### config.mk
export PLATFORM = sky130hd
export DESIGN_NAME = regproxy_top
export DESIGN_NICKNAME = d
export VERILOG_FILES = /design/src/rtl/regproxy_pkg.sv /design/src/rtl/regproxy_regs.sv /design/src/rtl/regproxy_wake.sv /design/src/rtl/regproxy_seq.sv /design/src/rtl/regproxy_top.sv
export SDC_FILE = /design/constraint.sdc
export NUM_CORES = 1
export LEC_CHECK = 0
export ABC_AREA = 1
export BUFFER_PORTS_ARGS = -buffer_cell sky130_fd_sc_hd__buf_2
export CORE_ASPECT_RATIO = 0.9
export CORE_MARGIN = 2
export CORE_UTILIZATION = 40
export CTS_CLUSTER_DIAMETER = 40
export CTS_CLUSTER_SIZE = 24
export DETAILED_ROUTE_END_ITERATION = 7
export MAX_ROUTING_LAYER = met4
export PLACE_DENSITY = 0.66
export SLEW_MARGIN = 20
export SYNTH_ARGS = -nofsm -noshare
export SYNTH_HDL_FRONTEND = slang
export SYNTH_HIERARCHICAL = 1
export SYNTH_SLANG_ARGS = --single-unit
### constraint.sdc
create_clock -name clk -period 1.26 [get_ports clk]
set_input_delay 0.126 -clock clk [delete_from_list [all_inputs] [get_ports clk]]
set_output_delay 0.126 -clock clk [all_outputs]
set_load 0.005 [all_outputs]
### src/rtl/regproxy_pkg.sv
package regproxy_pkg;
  localparam int NUM_DOM  = 3;
  localparam int OFS_W    = 24;
  localparam int WORD_W   = 32;
  localparam int GO_BIT   = 31;
  localparam int DOM_LSB  = 28;
  localparam int OP_BIT   = 24;
  localparam logic [WORD_W-1:0] CMD_KEEP = 32'hB1FF_FFFF;

  typedef enum logic [1:0] {
    ST_IDLE = 2'd0,
    ST_WAKE = 2'd1,
    ST_XFER = 2'd2,
    ST_DONE = 2'd3
  } seq_st_e;

  // domain code to wake mask: blitter=bit0, render=bit1, media=bit2, 3=all
  function automatic logic [NUM_DOM-1:0] dom_mask(input logic [1:0] code);
    logic [NUM_DOM-1:0] m;
    if (code == 2'd3) m = '1;
    else begin
      m = '0;
      m[code] = 1'b1;
    end
    return m;
  endfunction

  function automatic logic [WORD_W-1:0] cmd_clean(input logic [WORD_W-1:0] w);
    return w & CMD_KEEP;
  endfunction
endpackage

### src/rtl/regproxy_regs.sv
module regproxy_regs
  import regproxy_pkg::*;
#(
  parameter int HOST_AW = 12,
  parameter logic [HOST_AW-1:0] DATA_OFS = 12'hF00,
  parameter logic [HOST_AW-1:0] CMD_OFS  = 12'hF04
) (
  input  logic               clk,
  input  logic               rst_n,
  input  logic               host_wr_en,
  input  logic [HOST_AW-1:0] host_addr,
  input  logic [WORD_W-1:0]  host_wdata,
  input  logic               done,
  input  logic               done_rd,
  input  logic [WORD_W-1:0]  done_rdata,
  output logic [WORD_W-1:0]  host_rdata,
  output logic [WORD_W-1:0]  data_q,
  output logic [WORD_W-1:0]  cmd_q
);
  logic busy;
  logic wr_data_ok;
  logic wr_cmd_ok;

  assign busy       = cmd_q[GO_BIT];
  assign wr_data_ok = host_wr_en && !busy && (host_addr == DATA_OFS);
  assign wr_cmd_ok  = host_wr_en && !busy && (host_addr == CMD_OFS);

  always_ff @(posedge clk) begin
    if (!rst_n) begin
      data_q <= '0;
      cmd_q  <= '0;
    end else begin
      if (wr_data_ok) data_q <= host_wdata;
      else if (done && done_rd) data_q <= done_rdata;
      if (wr_cmd_ok) cmd_q <= cmd_clean(host_wdata);
      else if (done) cmd_q[GO_BIT] <= 1'b0;
    end
  end

  always_comb begin
    if (host_addr == DATA_OFS)     host_rdata = data_q;
    else if (host_addr == CMD_OFS) host_rdata = cmd_q;
    else                           host_rdata = '0;
  end


  data_frozen_busy_chk: assert property (@(posedge clk) disable iff (!rst_n)
    (busy && !done) |=> $stable(data_q));

  cmd_frozen_busy_chk: assert property (@(posedge clk) disable iff (!rst_n)
    (busy && !done) |=> $stable(cmd_q));

  go_clears_on_done_chk: assert property (@(posedge clk) disable iff (!rst_n)
    $fell(busy) |-> $past(done));
endmodule

### src/rtl/regproxy_wake.sv
module regproxy_wake
  import regproxy_pkg::*;
(
  input  logic               enable,
  input  logic [NUM_DOM-1:0] mask,
  input  logic [NUM_DOM-1:0] wake_ack,
  output logic [NUM_DOM-1:0] wake_req,
  output logic               ready
);
  logic [NUM_DOM-1:0] dom_ok;

  for (genvar i = 0; i < NUM_DOM; i++) begin : g_dom
    assign wake_req[i] = enable && mask[i];
    assign dom_ok[i]   = !mask[i] || wake_ack[i];
  end

  assign ready = &dom_ok;
endmodule

### src/rtl/regproxy_seq.sv
module regproxy_seq
  import regproxy_pkg::*;
(
  input  logic               clk,
  input  logic               rst_n,
  input  logic               go,
  input  logic [1:0]         dom_code,
  input  logic               op_rd,
  input  logic [OFS_W-1:0]   ofs,
  input  logic [WORD_W-1:0]  wr_word,
  input  logic               wake_ready,
  output logic               wake_en,
  output logic [NUM_DOM-1:0] mask_q,
  output logic               tgt_req,
  output logic               tgt_we,
  output logic [OFS_W-1:0]   tgt_addr,
  output logic [WORD_W-1:0]  tgt_wdata,
  input  logic [WORD_W-1:0]  tgt_rdata,
  input  logic               tgt_ack,
  output logic               done,
  output logic               done_rd,
  output logic [WORD_W-1:0]  done_rdata
);
  seq_st_e st_q;
  logic    rd_q;

  always_ff @(posedge clk) begin
    if (!rst_n) begin
      st_q       <= ST_IDLE;
      mask_q     <= '0;
      rd_q       <= 1'b0;
      tgt_addr   <= '0;
      tgt_wdata  <= '0;
      done_rdata <= '0;
    end else begin
      unique case (st_q)
        ST_IDLE: if (go) begin
          mask_q    <= dom_mask(dom_code);
          rd_q      <= op_rd;
          tgt_addr  <= ofs;
          tgt_wdata <= wr_word;
          st_q      <= ST_WAKE;
        end
        ST_WAKE: if (wake_ready) st_q <= ST_XFER;
        ST_XFER: if (tgt_ack) begin
          done_rdata <= tgt_rdata;
          st_q       <= ST_DONE;
        end
        ST_DONE: st_q <= ST_IDLE;
        default: st_q <= ST_IDLE;
      endcase
    end
  end

  assign wake_en = (st_q == ST_WAKE) || (st_q == ST_XFER);
  assign tgt_req = (st_q == ST_XFER);
  assign tgt_we  = !rd_q;
  assign done    = (st_q == ST_DONE);
  assign done_rd = rd_q;


  no_xfer_before_wake_chk: assert property (@(posedge clk) disable iff (!rst_n)
    tgt_req |-> wake_ready);

  req_held_until_ack_chk: assert property (@(posedge clk) disable iff (!rst_n)
    (tgt_req && !tgt_ack) |=> (tgt_req && $stable(tgt_addr)));
endmodule

### src/rtl/regproxy_top.sv
module regproxy_top
  import regproxy_pkg::*;
#(
  parameter int HOST_AW = 12,
  parameter logic [HOST_AW-1:0] DATA_OFS = 12'hF00,
  parameter logic [HOST_AW-1:0] CMD_OFS  = 12'hF04
) (
  input  logic               clk,
  input  logic               rst_n,
  input  logic               host_wr_en,
  input  logic [HOST_AW-1:0] host_addr,
  input  logic [31:0]        host_wdata,
  output logic [31:0]        host_rdata,
  output logic [2:0]         wake_req,
  input  logic [2:0]         wake_ack,
  output logic               tgt_req,
  output logic               tgt_we,
  output logic [23:0]        tgt_addr,
  output logic [31:0]        tgt_wdata,
  input  logic [31:0]        tgt_rdata,
  input  logic               tgt_ack
);
  logic [WORD_W-1:0]  data_q;
  logic [WORD_W-1:0]  cmd_q;
  logic               done;
  logic               done_rd;
  logic [WORD_W-1:0]  done_rdata;
  logic               wake_en;
  logic               wake_ready;
  logic [NUM_DOM-1:0] mask_q;

  regproxy_regs #(.HOST_AW(HOST_AW), .DATA_OFS(DATA_OFS), .CMD_OFS(CMD_OFS)) u_regs (
    .clk(clk), .rst_n(rst_n), .host_wr_en(host_wr_en), .host_addr(host_addr),
    .host_wdata(host_wdata), .done(done), .done_rd(done_rd), .done_rdata(done_rdata),
    .host_rdata(host_rdata), .data_q(data_q), .cmd_q(cmd_q)
  );

  regproxy_seq u_seq (
    .clk(clk), .rst_n(rst_n), .go(cmd_q[GO_BIT]),
    .dom_code(cmd_q[DOM_LSB+1:DOM_LSB]), .op_rd(cmd_q[OP_BIT]),
    .ofs(cmd_q[OFS_W-1:0]), .wr_word(data_q), .wake_ready(wake_ready),
    .wake_en(wake_en), .mask_q(mask_q), .tgt_req(tgt_req), .tgt_we(tgt_we),
    .tgt_addr(tgt_addr), .tgt_wdata(tgt_wdata), .tgt_rdata(tgt_rdata),
    .tgt_ack(tgt_ack), .done(done), .done_rd(done_rd), .done_rdata(done_rdata)
  );

  regproxy_wake u_wake (
    .enable(wake_en), .mask(mask_q), .wake_ack(wake_ack),
    .wake_req(wake_req), .ready(wake_ready)
  );


  wake_only_when_go_chk: assert property (@(posedge clk) disable iff (!rst_n)
    (wake_req != '0) |-> cmd_q[GO_BIT]);

  wake_low_at_done_chk: assert property (@(posedge clk) disable iff (!rst_n)
    done |-> (wake_req == '0));

  wdata_matches_reg_chk: assert property (@(posedge clk) disable iff (!rst_n)
    (tgt_req && tgt_we) |-> (tgt_wdata == data_q));
endmodule

# Word-level counts from Yosys, hierarchy flattened
# Index checks and enable logic that the tools add are counted.
[word_totals]
ff_bits = 154
out_inout_bits = 93
elab_cells = 57
[op_classes]
n_lt_le_gt_ge = 2
eq_ne = 9
mux = 13
reduce_logical = 24
[ops]
columns = ["op", "count"]
rows = [
  ["32-bit two-way mux", 4],
  ["12-bit == test (second input constant)", 2],
  ["1-bit logical AND", 8],
  ["2-bit case mux with 4 select lines", 1],
  ["2-bit == test (second input constant)", 3],
  ["2-bit two-way mux", 3],
  ["3-bit AND reduction", 2],
  ["1-bit logical NOT", 5],
  ["1-bit logical OR", 4],
  ["2-bit by 1-bit != test with 1-bit output (second input constant)", 2],
  ["2-bit AND reduction", 2],
  ["2-bit nonzero test", 2],
  ["2-bit by 3-bit < comparator with 1-bit output (second input constant)", 1],
  ["1-bit two-way mux", 3],
  ["3-bit two-way mux", 1],
  ["1-bit demux with 2-bit select", 1],
  ["2-bit by 1-bit == test with 1-bit output (second input constant)", 1],
  ["2-bit by 1-bit greater-or-equal comparator with 1-bit output (second input constant)", 1],
  ["2-bit logical NOT", 1],
  ["2-bit != test (second input constant)", 1],
]

# Depth between registers and ports, before layout
[logic_depth]
depth_word = 5
ltp_mapped = 10
mapped_depth_nobuf = 10

# Modules after synthesis
# The synthesis kept the hierarchy.
[by_module_without_submodules]
columns = ["mod", "n_inst", "cells_per_inst", "area_per_inst_um2"]
rows = [
  ["regproxy_seq", 1, 431, 3390.8],
  ["regproxy_regs", 1, 531, 3342.0],
  ["regproxy_wake", 1, 14, 55.1],
]

# Least setup slack after synthesis
# Ideal clock, no wire load.
[synth_timing]
kind = "register to register"
startpoint = "register u_seq.st_q[1]"
endpoint = "register u_regs.data_q[21]"
setup_time_ps = 70
arrival_time_ps = 1246
slack_ps = -57
path_stages_with_launch = 9
n_path_buf = 1
period_less_slack_ps = 1317
path_cell_list = "dfxtp_1 ha_1 nand2_1 inv_2 clkbuf_1 nand2_1 nand2_1 nand2_1 a21oi_1"
[synth_between]
elab_chain_cells = 3
[synth_rtl]
columns = ["element", "line_no", "source"]
rows = [
  ["from (decl)", "regproxy_seq.sv:24", "seq_st_e st_q;"],
  ["from (signal assigned)", "regproxy_seq.sv:29", "st_q <= ST_IDLE;"],
  ["from (signal assigned)", "regproxy_seq.sv:42", "st_q <= ST_WAKE;"],
  ["from (signal assigned)", "regproxy_seq.sv:44", "ST_WAKE: if (wake_ready) st_q <= ST_XFER;"],
  ["2-bit == test", "regproxy_seq.sv:58", "assign done = (st_q == ST_DONE);"],
  ["via done", "regproxy_top.sv:25", "logic done;"],
  ["1-bit logical AND", "regproxy_regs.sv:34", "else if (done && done_rd) data_q <= done_rdata;"],
  ["2-bit nonzero test (no source line)", "n/a", ""],
  ["to (signal assigned)", "regproxy_regs.sv:33", "if (wr_data_ok) data_q <= host_wdata;"],
  ["to (signal assigned)", "regproxy_regs.sv:34", ""],
  ["to (decl)", "regproxy_regs.sv:17", "output logic [WORD_W-1:0] data_q,"],
]
# The timed path passes the listed nets, and every way through them passes these cells.
# A chain may end at the register's enable or synchronous reset.

# Worst setup path in the final report
[layout_timing]
startpoint = "register u_seq.st_q[0]"
endpoint = "output port wake_req[1]"
[layout_between]
elab_chain_cells = 3
word_cells_on_any_way = 4
classes_between = "eq/ne: 2; reduce/logical: 2"
[layout_rtl]
columns = ["element", "line_no", "source"]
rows = [
  ["2-bit by 1-bit == test with 1-bit output / 2-bit == test (equally long branches)", "regproxy_seq.sv:55", "assign wake_en = (st_q == ST_WAKE) || (st_q == ST_XFER);"],
  ["1-bit logical OR *", "regproxy_seq.sv:55", ""],
  ["via wake_en", "regproxy_top.sv:28", "logic wake_en;"],
  ["1-bit logical AND *", "regproxy_wake.sv:13", "assign wake_req[i] = enable && mask[i];"],
  ["to (decl)", "regproxy_top.sv:14", "output logic [2:0] wake_req,"],
]
# The timed path passes the listed nets; every way through them passes the cells marked *.

==> metrics <==
std cell rows 45; Detailed Route Iter0 Violations 723; Detailed Place HPWL 15200 um; CTS tree done; Core ar. 16700 um2; Fill cells 1280; gr usage total 25.5%; Worst R2R Setup Slack -170 ps; hold_sp host_wdata[29]; Max Cap Viol 0; sw frac 26.2%; total grt overflow 0; CP Class flop to output pin; share of layout cells above drive strength 1 42.3%; crit-path max FO 4; Worst Max-Slew Pin Slew 315 ps; Fmax 0.687 GHz; switching power 3480 uW; clock sink count 154; syn_nets 1063; drt total wl 25000 um; most frequent cells in the layout buf_2, nor2_1, dfxtp_1; Slowest-stage cell, CP dfxtp_4; Die H 127 um; Final GP Congestion 0.973; Hold Path Sink u_regs/cmd_q[29]$_SDFFE_PN0P_; Synth Area per Inst 6.96 um2; final setup vio count 92; DRC viols 0; area of the multi-input gates 3940 um2; Routed wire per std cell 17.0 um; final net count 1341; largest net degree at the start of global routing 41; global-route wire length before repair 34700 um; vias in the first global route 6579; Place WS -164 ps; Worst Hold Path Cells 3; Clock Path Buffers 2; FF/Latch Area 3110 um2; IO Pins 176; die area 17900 um2; worst path cell trace inv_4 > ha_4 > nand2_2 > inv_1 > buf_2; CTS Buf Count 17; Fin. Hold Viols 0; commonest non-fill, non-tap cell in the layout buf_2; Syn-to-layout area delta 67.2%; ant diodes 0; warnings from Yosys 6; Clock Latency Late Sink 430 ps; H-tree levels 4; First-pass DRT Iterations 5; input/output buffers 175; Clock power frac 41.8%; RR Startpoint u_seq/st_q[0]$_SDFFE_PN0P_; Initial Utilization 40.4%; maximum VDD drop 0.000931 V; initial antenna violation count 0; Worst Setup Slack, final -195 ps; RSZ-0062 raised after global routing yes; Slew HR 78.9%; Via Count 7693; Static Leak 0.00523 uW; Mapped Cells 971; Vias/cell 5.22; worst endpoint data arrival time 1330 ps; Sequential Power Share 40.3%; chip width 141 um; fin crit period 1450 ps; post-route ant nets 0; reg-to-reg endpoint u_regs/data_q[16]$_SDFFE_PN0P_; Pins Over Slew Limit 0; combinational share of power 17.9%; Fin Hold WS 26.2 ps; CTS Root Cell clkbuf_16; status finished with violations; P per Cell Area 1180 nW/um2; max incr delay on CP 380 ps; Startpoint Class flop; Reg clk slew, reported paths 60 ps; P_int 9810 uW; Worst R2R Path Depth 9; failing checks negative setup slack; Tot Pwr 13300 uW; final clock skew 9.30 ps; area of the mapped netlist 6750 um2; Tcrit/Tclk final 115%; Crit. End Element output pin; CP required 1130 ps; HP Class input port to flop
## metal layers
layer	track usage, %	vias up	routed length (um)
met5	-	-	0
met4	8.24	0	709
met3	4.95	56	2000
met2	36.5	395	11300
met1	36.2	3564	11000
li1	-	3678	-
## critical path: cells and delay by family, from the launching register on
kind | cells | cell delay [ps]
and+or+nand+nor | 1 | 50
DFF | 1 | 380
adders and majority gates | 1 | 300
buffers and inverters | 3 | 190
## power by group through the flow
stage	registers [uW]	clock network, uW	logic [uW]
CTS	5230	5600	1900
finish	5350	5550	2380
floorplan	5310	0	858
global route	5380	5820	2580
detailed placement	5350	0	1320
global placement	5340	0	1290
## layout make-up
| type | count | share of cell area [%] |
|---|---|---|
| Clock buffer | 21 | 4.17 |
| Clock inverter | 11 | 1.46 |
| Inverter | 90 | 3.32 |
| Timing Repair Buffer | 326 | 26.3 |
| Sequential cell | 154 | 27.5 |
| Tap cell | 211 | 2.34 |
| Multi-Input combinational cell | 660 | 34.9 |
## timing repair
item,4_1_cts,5_1_grt
cloned,9,12
setup endpoints to repair,170,172
hold buffers,55,0
endpoints found under the hold margin,55,0
buffers inserted,13,8
gates resized for setup,101,288
pin swaps,10,44
## state kept, by name (all words and copies together), names as in the netlist
signal / cells
u_regs/data_q: 32
u_seq/done_rdata: 32
u_seq/tgt_addr: 24
u_regs/cmd_q: 28
u_seq/tgt_wdata: 32
u_seq/done_rd: 1
u_seq/st_q: 2
u_seq/mask_q: 3
## through the flow
| step | TNS [ps] | instance area (um2) | util (%) | std cells |
|---|---|---|---|---|
| 6_report | -8570 | 11300 | 67.5 | 1473 |
| 3_3_place_gp | -11540 | 8230 | 49.2 | 1344 |
| 3_5_place_dp | -12560 | 8230 | 49.2 | 1344 |
| 2_1_floorplan | 0 | 6770 | - | 971 |
| 4_1_cts | -5840 | 10100 | 60.3 | 1453 |
| 5_1_grt | -13650 | 11300 | 67.5 | 1473 |
## how the worst max path moves through the flow
| stage | start | endpoint | slack [ps] | cells after the start |
|---|---|---|---|---|
| after floorplan | u_seq/st_q[0]$_SDFFE_PN0P_ | u_seq/tgt_wdata[15]$_SDFFE_PN0P_ | 20 | 8 |
| after global placement | host_addr[7] | host_rdata[14] | -170 | 9 |
| after detailed placement | host_addr[7] | host_rdata[14] | -160 | 9 |
| after CTS | u_seq/st_q[0]$_SDFFE_PN0P_ | wake_req[1] | -200 | 5 |
| after global routing | u_seq/st_q[0]$_SDFFE_PN0P_ | wake_req[0] | -250 | 5 |
| final | u_seq/st_q[0]$_SDFFE_PN0P_ | wake_req[1] | -190 | 5 |
No activity file was read; power rests on OpenSTA's default activity.
